$ cat src/rtl/dr_pkg.sv
package dr_pkg;
  typedef enum logic [1:0] {
    PAIR_NULL = 2'b00,
    PAIR_ONE  = 2'b01,
    PAIR_ZERO = 2'b10,
    PAIR_BAD  = 2'b11
  } pair_t;

  typedef enum logic [1:0] {
    TX_IDLE = 2'b00,
    TX_DATA = 2'b01,
    TX_RTZ  = 2'b10
  } tx_state_t;
endpackage

$ cat src/rtl/dr_pair_class.sv
module dr_pair_class
  import dr_pkg::*;
(
  input  logic [1:0] pair_i,
  output logic       valid_o,
  output logic       null_o,
  output logic       bad_o,
  output logic       bit_o
);
  always_comb begin
    valid_o = 1'b0;
    null_o  = 1'b0;
    bad_o   = 1'b0;
    case (pair_t'(pair_i))
      PAIR_NULL: null_o  = 1'b1;
      PAIR_ONE,
      PAIR_ZERO: valid_o = 1'b1;
      default:   bad_o   = 1'b1;
    endcase
    bit_o = pair_i[0];
  end
endmodule

$ cat src/rtl/dr_tx.sv
module dr_tx
  import dr_pkg::*;
#(
  parameter int WIDTH = 8,
  localparam int RAILS = 2 * WIDTH
) (
  input  logic             clk,
  input  logic             rst_n,
  input  logic             start_i,
  input  logic [WIDTH-1:0] word_i,
  input  logic             ack_i,
  output logic             ready_o,
  output logic [RAILS-1:0] rails_o
);
  tx_state_t        state_q, state_d;
  logic [RAILS-1:0] rails_q, rails_d;
  logic [RAILS-1:0] code;

  always_comb begin
    for (int i = 0; i < WIDTH; i++) begin
      code[2*i+1 -: 2] = word_i[i] ? PAIR_ONE : PAIR_ZERO;
    end
  end

  always_comb begin
    state_d = state_q;
    rails_d = rails_q;
    unique case (state_q)
      TX_IDLE: if (start_i) begin
        state_d = TX_DATA;
        rails_d = code;
      end
      TX_DATA: if (ack_i) begin
        state_d = TX_RTZ;
        rails_d = '0;
      end
      TX_RTZ: if (!ack_i) state_d = TX_IDLE;
      default: begin
        state_d = TX_IDLE;
        rails_d = '0;
      end
    endcase
  end

  always_ff @(posedge clk or negedge rst_n) begin
    if (!rst_n) begin
      state_q <= TX_IDLE;
      rails_q <= '0;
    end else begin
      state_q <= state_d;
      rails_q <= rails_d;
    end
  end

  assign ready_o = (state_q == TX_IDLE);
  assign rails_o = rails_q;

  logic [WIDTH-1:0] pair_hi, pair_lo;
  always_comb begin
    for (int i = 0; i < WIDTH; i++) begin
      pair_hi[i] = rails_o[2*i+1];
      pair_lo[i] = rails_o[2*i];
    end
  end


  no_bad_pair_chk: assert property (@(posedge clk) disable iff (!rst_n)
    (pair_hi & pair_lo) == '0);

  whole_word_chk: assert property (@(posedge clk) disable iff (!rst_n)
    (rails_o != '0) |-> ((pair_hi | pair_lo) == {WIDTH{1'b1}}));

  hold_code_chk: assert property (@(posedge clk) disable iff (!rst_n)
    (rails_o != '0 && !ack_i) |=> $stable(rails_o));

  busy_ignore_chk: assert property (@(posedge clk) disable iff (!rst_n)
    (!ready_o && rails_o == '0) |=> (rails_o == '0));
endmodule

$ cat src/rtl/dr_rx.sv
module dr_rx #(
  parameter int WIDTH = 8,
  localparam int RAILS = 2 * WIDTH
) (
  input  logic             clk,
  input  logic             rst_n,
  input  logic [RAILS-1:0] rails_i,
  output logic             ack_o,
  output logic             complete_o,
  output logic             empty_o,
  output logic             error_o,
  output logic [WIDTH-1:0] word_o
);
  logic [RAILS-1:0] rails_q;
  logic [WIDTH-1:0] valid_v, null_v, bad_v, bit_v;
  logic             complete_d_q;
  logic             ack_d;
  logic [WIDTH-1:0] word_q, word_d;
  logic             ack_q;

  for (genvar g = 0; g < WIDTH; g++) begin : g_pair
    dr_pair_class u_cls (
      .pair_i  (rails_q[2*g+1 -: 2]),
      .valid_o (valid_v[g]),
      .null_o  (null_v[g]),
      .bad_o   (bad_v[g]),
      .bit_o   (bit_v[g])
    );
  end

  assign complete_o = &valid_v;
  assign empty_o    = &null_v;
  assign error_o    = |bad_v;

  always_comb begin
    ack_d  = ack_q;
    word_d = word_q;
    if (complete_o)   ack_d = 1'b1;
    else if (empty_o) ack_d = 1'b0;
    if (complete_o && !complete_d_q) word_d = bit_v;
  end

  always_ff @(posedge clk or negedge rst_n) begin
    if (!rst_n) begin
      rails_q      <= '0;
      complete_d_q <= 1'b0;
      ack_q        <= 1'b0;
      word_q       <= '0;
    end else begin
      rails_q      <= rails_i;
      complete_d_q <= complete_o;
      ack_q        <= ack_d;
      word_q       <= word_d;
    end
  end

  assign ack_o  = ack_q;
  assign word_o = word_q;


  ack_rise_chk: assert property (@(posedge clk) disable iff (!rst_n)
    $rose(ack_o) |-> $past(complete_o));

  ack_fall_chk: assert property (@(posedge clk) disable iff (!rst_n)
    $fell(ack_o) |-> $past(empty_o));

  word_hold_chk: assert property (@(posedge clk) disable iff (!rst_n)
    !$stable(word_o) |-> ($past(complete_o) && !$past(complete_d_q)));

  flag_excl_chk: assert property (@(posedge clk) disable iff (!rst_n)
    !(complete_o && empty_o));

  bad_blocks_chk: assert property (@(posedge clk) disable iff (!rst_n)
    error_o |-> !complete_o);
endmodule

$ cat src/rtl/dr_link.sv
module dr_link #(
  parameter int WIDTH = 8,
  localparam int RAILS = 2 * WIDTH
) (
  input  logic             clk,
  input  logic             rst_n,
  input  logic             tx_start,
  input  logic [WIDTH-1:0] tx_word,
  output logic             tx_ready,
  output logic [RAILS-1:0] tx_rails,
  input  logic             tx_ack,
  input  logic [RAILS-1:0] rx_rails,
  output logic             rx_ack,
  output logic             rx_complete,
  output logic             rx_empty,
  output logic             rx_error,
  output logic [WIDTH-1:0] rx_word
);
  dr_tx #(.WIDTH(WIDTH)) u_tx (
    .clk     (clk),
    .rst_n   (rst_n),
    .start_i (tx_start),
    .word_i  (tx_word),
    .ack_i   (tx_ack),
    .ready_o (tx_ready),
    .rails_o (tx_rails)
  );

  dr_rx #(.WIDTH(WIDTH)) u_rx (
    .clk        (clk),
    .rst_n      (rst_n),
    .rails_i    (rx_rails),
    .ack_o      (rx_ack),
    .complete_o (rx_complete),
    .empty_o    (rx_empty),
    .error_o    (rx_error),
    .word_o     (rx_word)
  );
endmodule

$ cat config.mk
export PLATFORM = sky130hd
export DESIGN_NAME = dr_link
export DESIGN_NICKNAME = d
export VERILOG_FILES = /design/src/rtl/dr_pkg.sv /design/src/rtl/dr_pair_class.sv /design/src/rtl/dr_tx.sv /design/src/rtl/dr_rx.sv /design/src/rtl/dr_link.sv
export SDC_FILE = /design/constraint.sdc
export NUM_CORES = 1
export LEC_CHECK = 0
export BUFFER_PORTS_ARGS = -buffer_cell sky130_fd_sc_hd__buf_4
export CAP_MARGIN = 10
export CORE_ASPECT_RATIO = 1.2
export CORE_UTILIZATION = 54
export CTS_CLUSTER_SIZE = 24
export DETAILED_ROUTE_END_ITERATION = 7
export PLACE_DENSITY_LB_ADDON = 0.3
export SETUP_SLACK_MARGIN = 0.05
export SLEW_MARGIN = 25
export SYNTH_ARGS = -nofsm -noshare
export SYNTH_HDL_FRONTEND = slang
export SYNTH_SLANG_ARGS = --single-unit
$ cat constraint.sdc
create_clock -name clk -period 3.05 [get_ports clk]
set_input_delay 0.1525 -clock clk [delete_from_list [all_inputs] [get_ports clk]]
set_output_delay 0.1525 -clock clk [all_outputs]
set_load 0.02 [all_outputs]
==> implementation parameters <==
Parameter                              Value

Floorplanning
  Total core area    3338 µm²
  Ports    57
  Die outline width    56.02 µm
  Floorplan die height    66.82 µm
  Floorplan die area    3743 µm²
  Number of cell rows    23
  Starting density of the core    0.5663

Placement
  Worst setup timing slack at the placement stage    1.002 ns
  DP Area    2326 µm²
  Final weighted congestion of routability-driven global placement    0.7705
  Detailed Place HPWL    2890 µm
  Number of buffer cells added on primary ports    56

STA
  Setup TNS after final layout    0 ns
  Measured slew at the worst slew-check pin    0.6495 ns
  Fmax achieved    0.4924 GHz
  RSZ-0062 raised after global routing    false
  Final max-slew violation count    0
  Hold violation total from the final report    0
  Final period utilization    0.6659
  WHS    0.1165 ns
  Final setup vio count    0
  Setup slack after layout    1.019 ns
  Clock Skews    0.006741 ns
  Final min period    2.031 ns
  Worst slew margin relative to its limit    0.5647

CTS
  Number of hold buffers added after cts    17
  Number of buffers inserted by post-CTS setup repair    0
  Clock tree from TritonCTS    yes
  Clock transition at the registers of the reported paths    0.08 ns
  Maximum clock insertion buffer count    2
  CTS buffer count    5
  Clk Latency, worst-skew pair    0.29 ns
  Num Clock Sinks    44
  Htree depth    2
  Cts repair resizes    0
  Library cell used as clock root buffer    sky130_fd_sc_hd__clkbuf_8

Synthesis
  Post-Synthesis Cell Area    1891 µm²
  Mean cell area of the mapped netlist    12.86 µm²
  Seq cells post-synth    44
  Mapped Nets    191
  Synthesized instance count    147
  Number of distinct standard cells referenced by the synthesized netlist    19
  YS warnings    0
  Share of the yosys chip area belonging to registers    0.5824

Worst hold path
  Hold/Removal Path Class    primary input to flop

Finish
  Most frequent cells in the layout    sky130_fd_sc_hd__buf_4, sky130_fd_sc_hd__dfrtp_1, sky130_fd_sc_hd__inv_1
  Diode insertion count for antenna repair    0
  Final-layout fill cell count    233
  Share of post-route cells with drive strength above 1    0.3628
  Post-Layout Inst Area    2590 µm²
  Commonest non-fill, non-tap cell in the layout    sky130_fd_sc_hd__buf_4
  Final layout net count    269
  Layout overhead on the synthesized area    37.00%

Drt
  Final antenna-violating net count    0
  Total Wirelength    4129 µm
  Initial detailed-routing violation count    56
  Routed length per instance    15.70 µm
  DRC    0
  Vias after detailed routing    1333
  Number of vias per cell after detailed routing    5.068
  Pre-Repair DR Iteration Count    4

Setup path
  CP startpoint kind    flop
  Type of element capturing the critical path    flop
  Required time of the critical path    3.23 ns
  Data arrival time of the worst path    2.21 ns
  Critical path class    flop to flop
  Largest fanout on the critical path    16

GRT
  Initial antenna violation count    0
  Global-route wire length before repair    6624 µm
  Number of global-route vias before repair    1491
  Pin count of the biggest net entering global routing    45
  Overall overflow remaining after global route    0
  Total routing resource utilization after global routing    0.2398

Pwr
  Leakage dissipation    1.394 nW
  Total design power    1.947 mW
  Total power density per cell area    751.9 nW/µm²
  Worst VDD drop    0.0007364 V

Job
  Count of max-cap constraint violations    0

Outcome
  Run status    completed
-- sequential cells by signal (all words and copies together), names as in the netlist --
signal / count
u_rx.ack_o: 1
u_rx.complete_d_q: 1
u_rx.rails_q: 16
u_rx.word_o: 8
u_tx.rails_o: 16
u_tx.state_q: 2
-- critical path: stages, from the launching register on --
cell	delay (ns)
sky130_fd_sc_hd__dfrtp_1	0.42
sky130_fd_sc_hd__or2_1	0.45
sky130_fd_sc_hd__inv_8	0.09
sky130_fd_sc_hd__a21oi_4	0.55
sky130_fd_sc_hd__mux2_2	0.42
-- power by group --
| part | leakage, nW | switching [mW] | total, mW | internal, mW |
|---|---|---|---|---|
| Clock | 0.0445 | 0.189 | 0.373 | 0.184 |
| Combinational | 0.795 | 0.418 | 0.783 | 0.365 |
| Sequential | 0.555 | 0.0825 | 0.792 | 0.710 |
| Total | 1.39 | 0.689 | 1.95 | 1.26 |
-- area by class of cell --
type                            count  area [µm²]  share of cell area
Clock inverter                      1       7.507            0.002899
Tap cell                           37       46.29             0.01787
Multi-Input combinational cell     75       653.1              0.2522
Clock buffer                        7       86.33             0.03333
Timing Repair Buffer               73       590.6              0.2280
Inverter                           26       105.1             0.04058
Sequential cell                    44        1101              0.4251
-- routing by layer --
layer / part of all wire / up-vias / wire [µm] / global-route usage
li1: - / 625 / - / -
met1: 0.37 / 650 / 1526 / 0.2379
met2: 0.56 / 45 / 2304 / 0.4583
met3: 0.041 / 13 / 168 / 0.05437
met4: 0.031 / 0 / 129 / 0.1341
met5: 0 / - / 0 / 0
-- cells in the mapped netlist --
| cell type | count | share of area |
|---|---|---|
| sky130_fd_sc_hd__nor3_2 | 1 | 0.0053 |
| sky130_fd_sc_hd__mux2i_1 | 9 | 0.048 |
| sky130_fd_sc_hd__nand2_1 | 9 | 0.018 |
| sky130_fd_sc_hd__nor2_1 | 12 | 0.024 |
| sky130_fd_sc_hd__ha_1 | 16 | 0.11 |
| sky130_fd_sc_hd__o21a_1 | 1 | 0.0040 |
| sky130_fd_sc_hd__mux2_4 | 2 | 0.016 |
| sky130_fd_sc_hd__mux2_2 | 14 | 0.083 |
| sky130_fd_sc_hd__nor4_1 | 2 | 0.0066 |
| sky130_fd_sc_hd__o21ai_0 | 2 | 0.0053 |
| sky130_fd_sc_hd__buf_6 | 1 | 0.0060 |
| sky130_fd_sc_hd__nand4_1 | 4 | 0.013 |
| sky130_fd_sc_hd__dfrtp_1 | 44 | 0.58 |
| sky130_fd_sc_hd__a21oi_4 | 1 | 0.0086 |
| sky130_fd_sc_hd__buf_12 | 1 | 0.011 |
| sky130_fd_sc_hd__inv_8 | 1 | 0.0060 |
| sky130_fd_sc_hd__or2_1 | 1 | 0.0033 |
| sky130_fd_sc_hd__inv_1 | 25 | 0.050 |
| sky130_fd_sc_hd__xnor2_1 | 1 | 0.0046 |
-- path summary, 6_finish.rpt --
| check | cells past startpoint | to | startpoint | slack (ns) |
|---|---|---|---|---|
| setup / recovery | 4 | u_tx.rails_o[15]$_DFFE_PN0P_ | u_tx.state_q[0]$_DFFE_PN0P_ | 1.02 |
| hold / removal | 3 | u_tx.rails_o[14]$_DFFE_PN0P_ | tx_word[7] | 0.12 |
| setup reg to reg | 4 | u_tx.rails_o[15]$_DFFE_PN0P_ | u_tx.state_q[0]$_DFFE_PN0P_ | 1.02 |
| hold reg to reg | 1 | u_tx.state_q[0]$_DFFE_PN0P_ | u_tx.state_q[1]$_DFFE_PN0P_ | 0.51 |
| max in group asynchronous | 2 | u_tx.rails_o[5]$_DFFE_PN0P_ | rst_n | 2.29 |
| min in group asynchronous | 2 | u_rx.rails_q[10]$_DFF_PN0_ | rst_n | 0.39 |
-- cell families after synthesis --
logic type | count (synthesis) | synth area share
AO/OA/AOI/OAI | 4 | 0.01787
XOR/XNOR | 1 | 0.004634
adder cells (fa/ha/maj) | 16 | 0.1059
buffers and inverters | 28 | 0.07214
flip-flops | 44 | 0.5824
multiplexers | 25 | 0.1469
AND/OR/NAND/NOR | 29 | 0.07015
-- per-stage QoR --
step,std cells,utilization
floorplan,147,-
global placement,238,0.6968
detailed placement,238,0.6968
CTS,263,0.7759
global route,263,0.7759
finish,263,0.7759
Power figures use the tool's default switching activity.
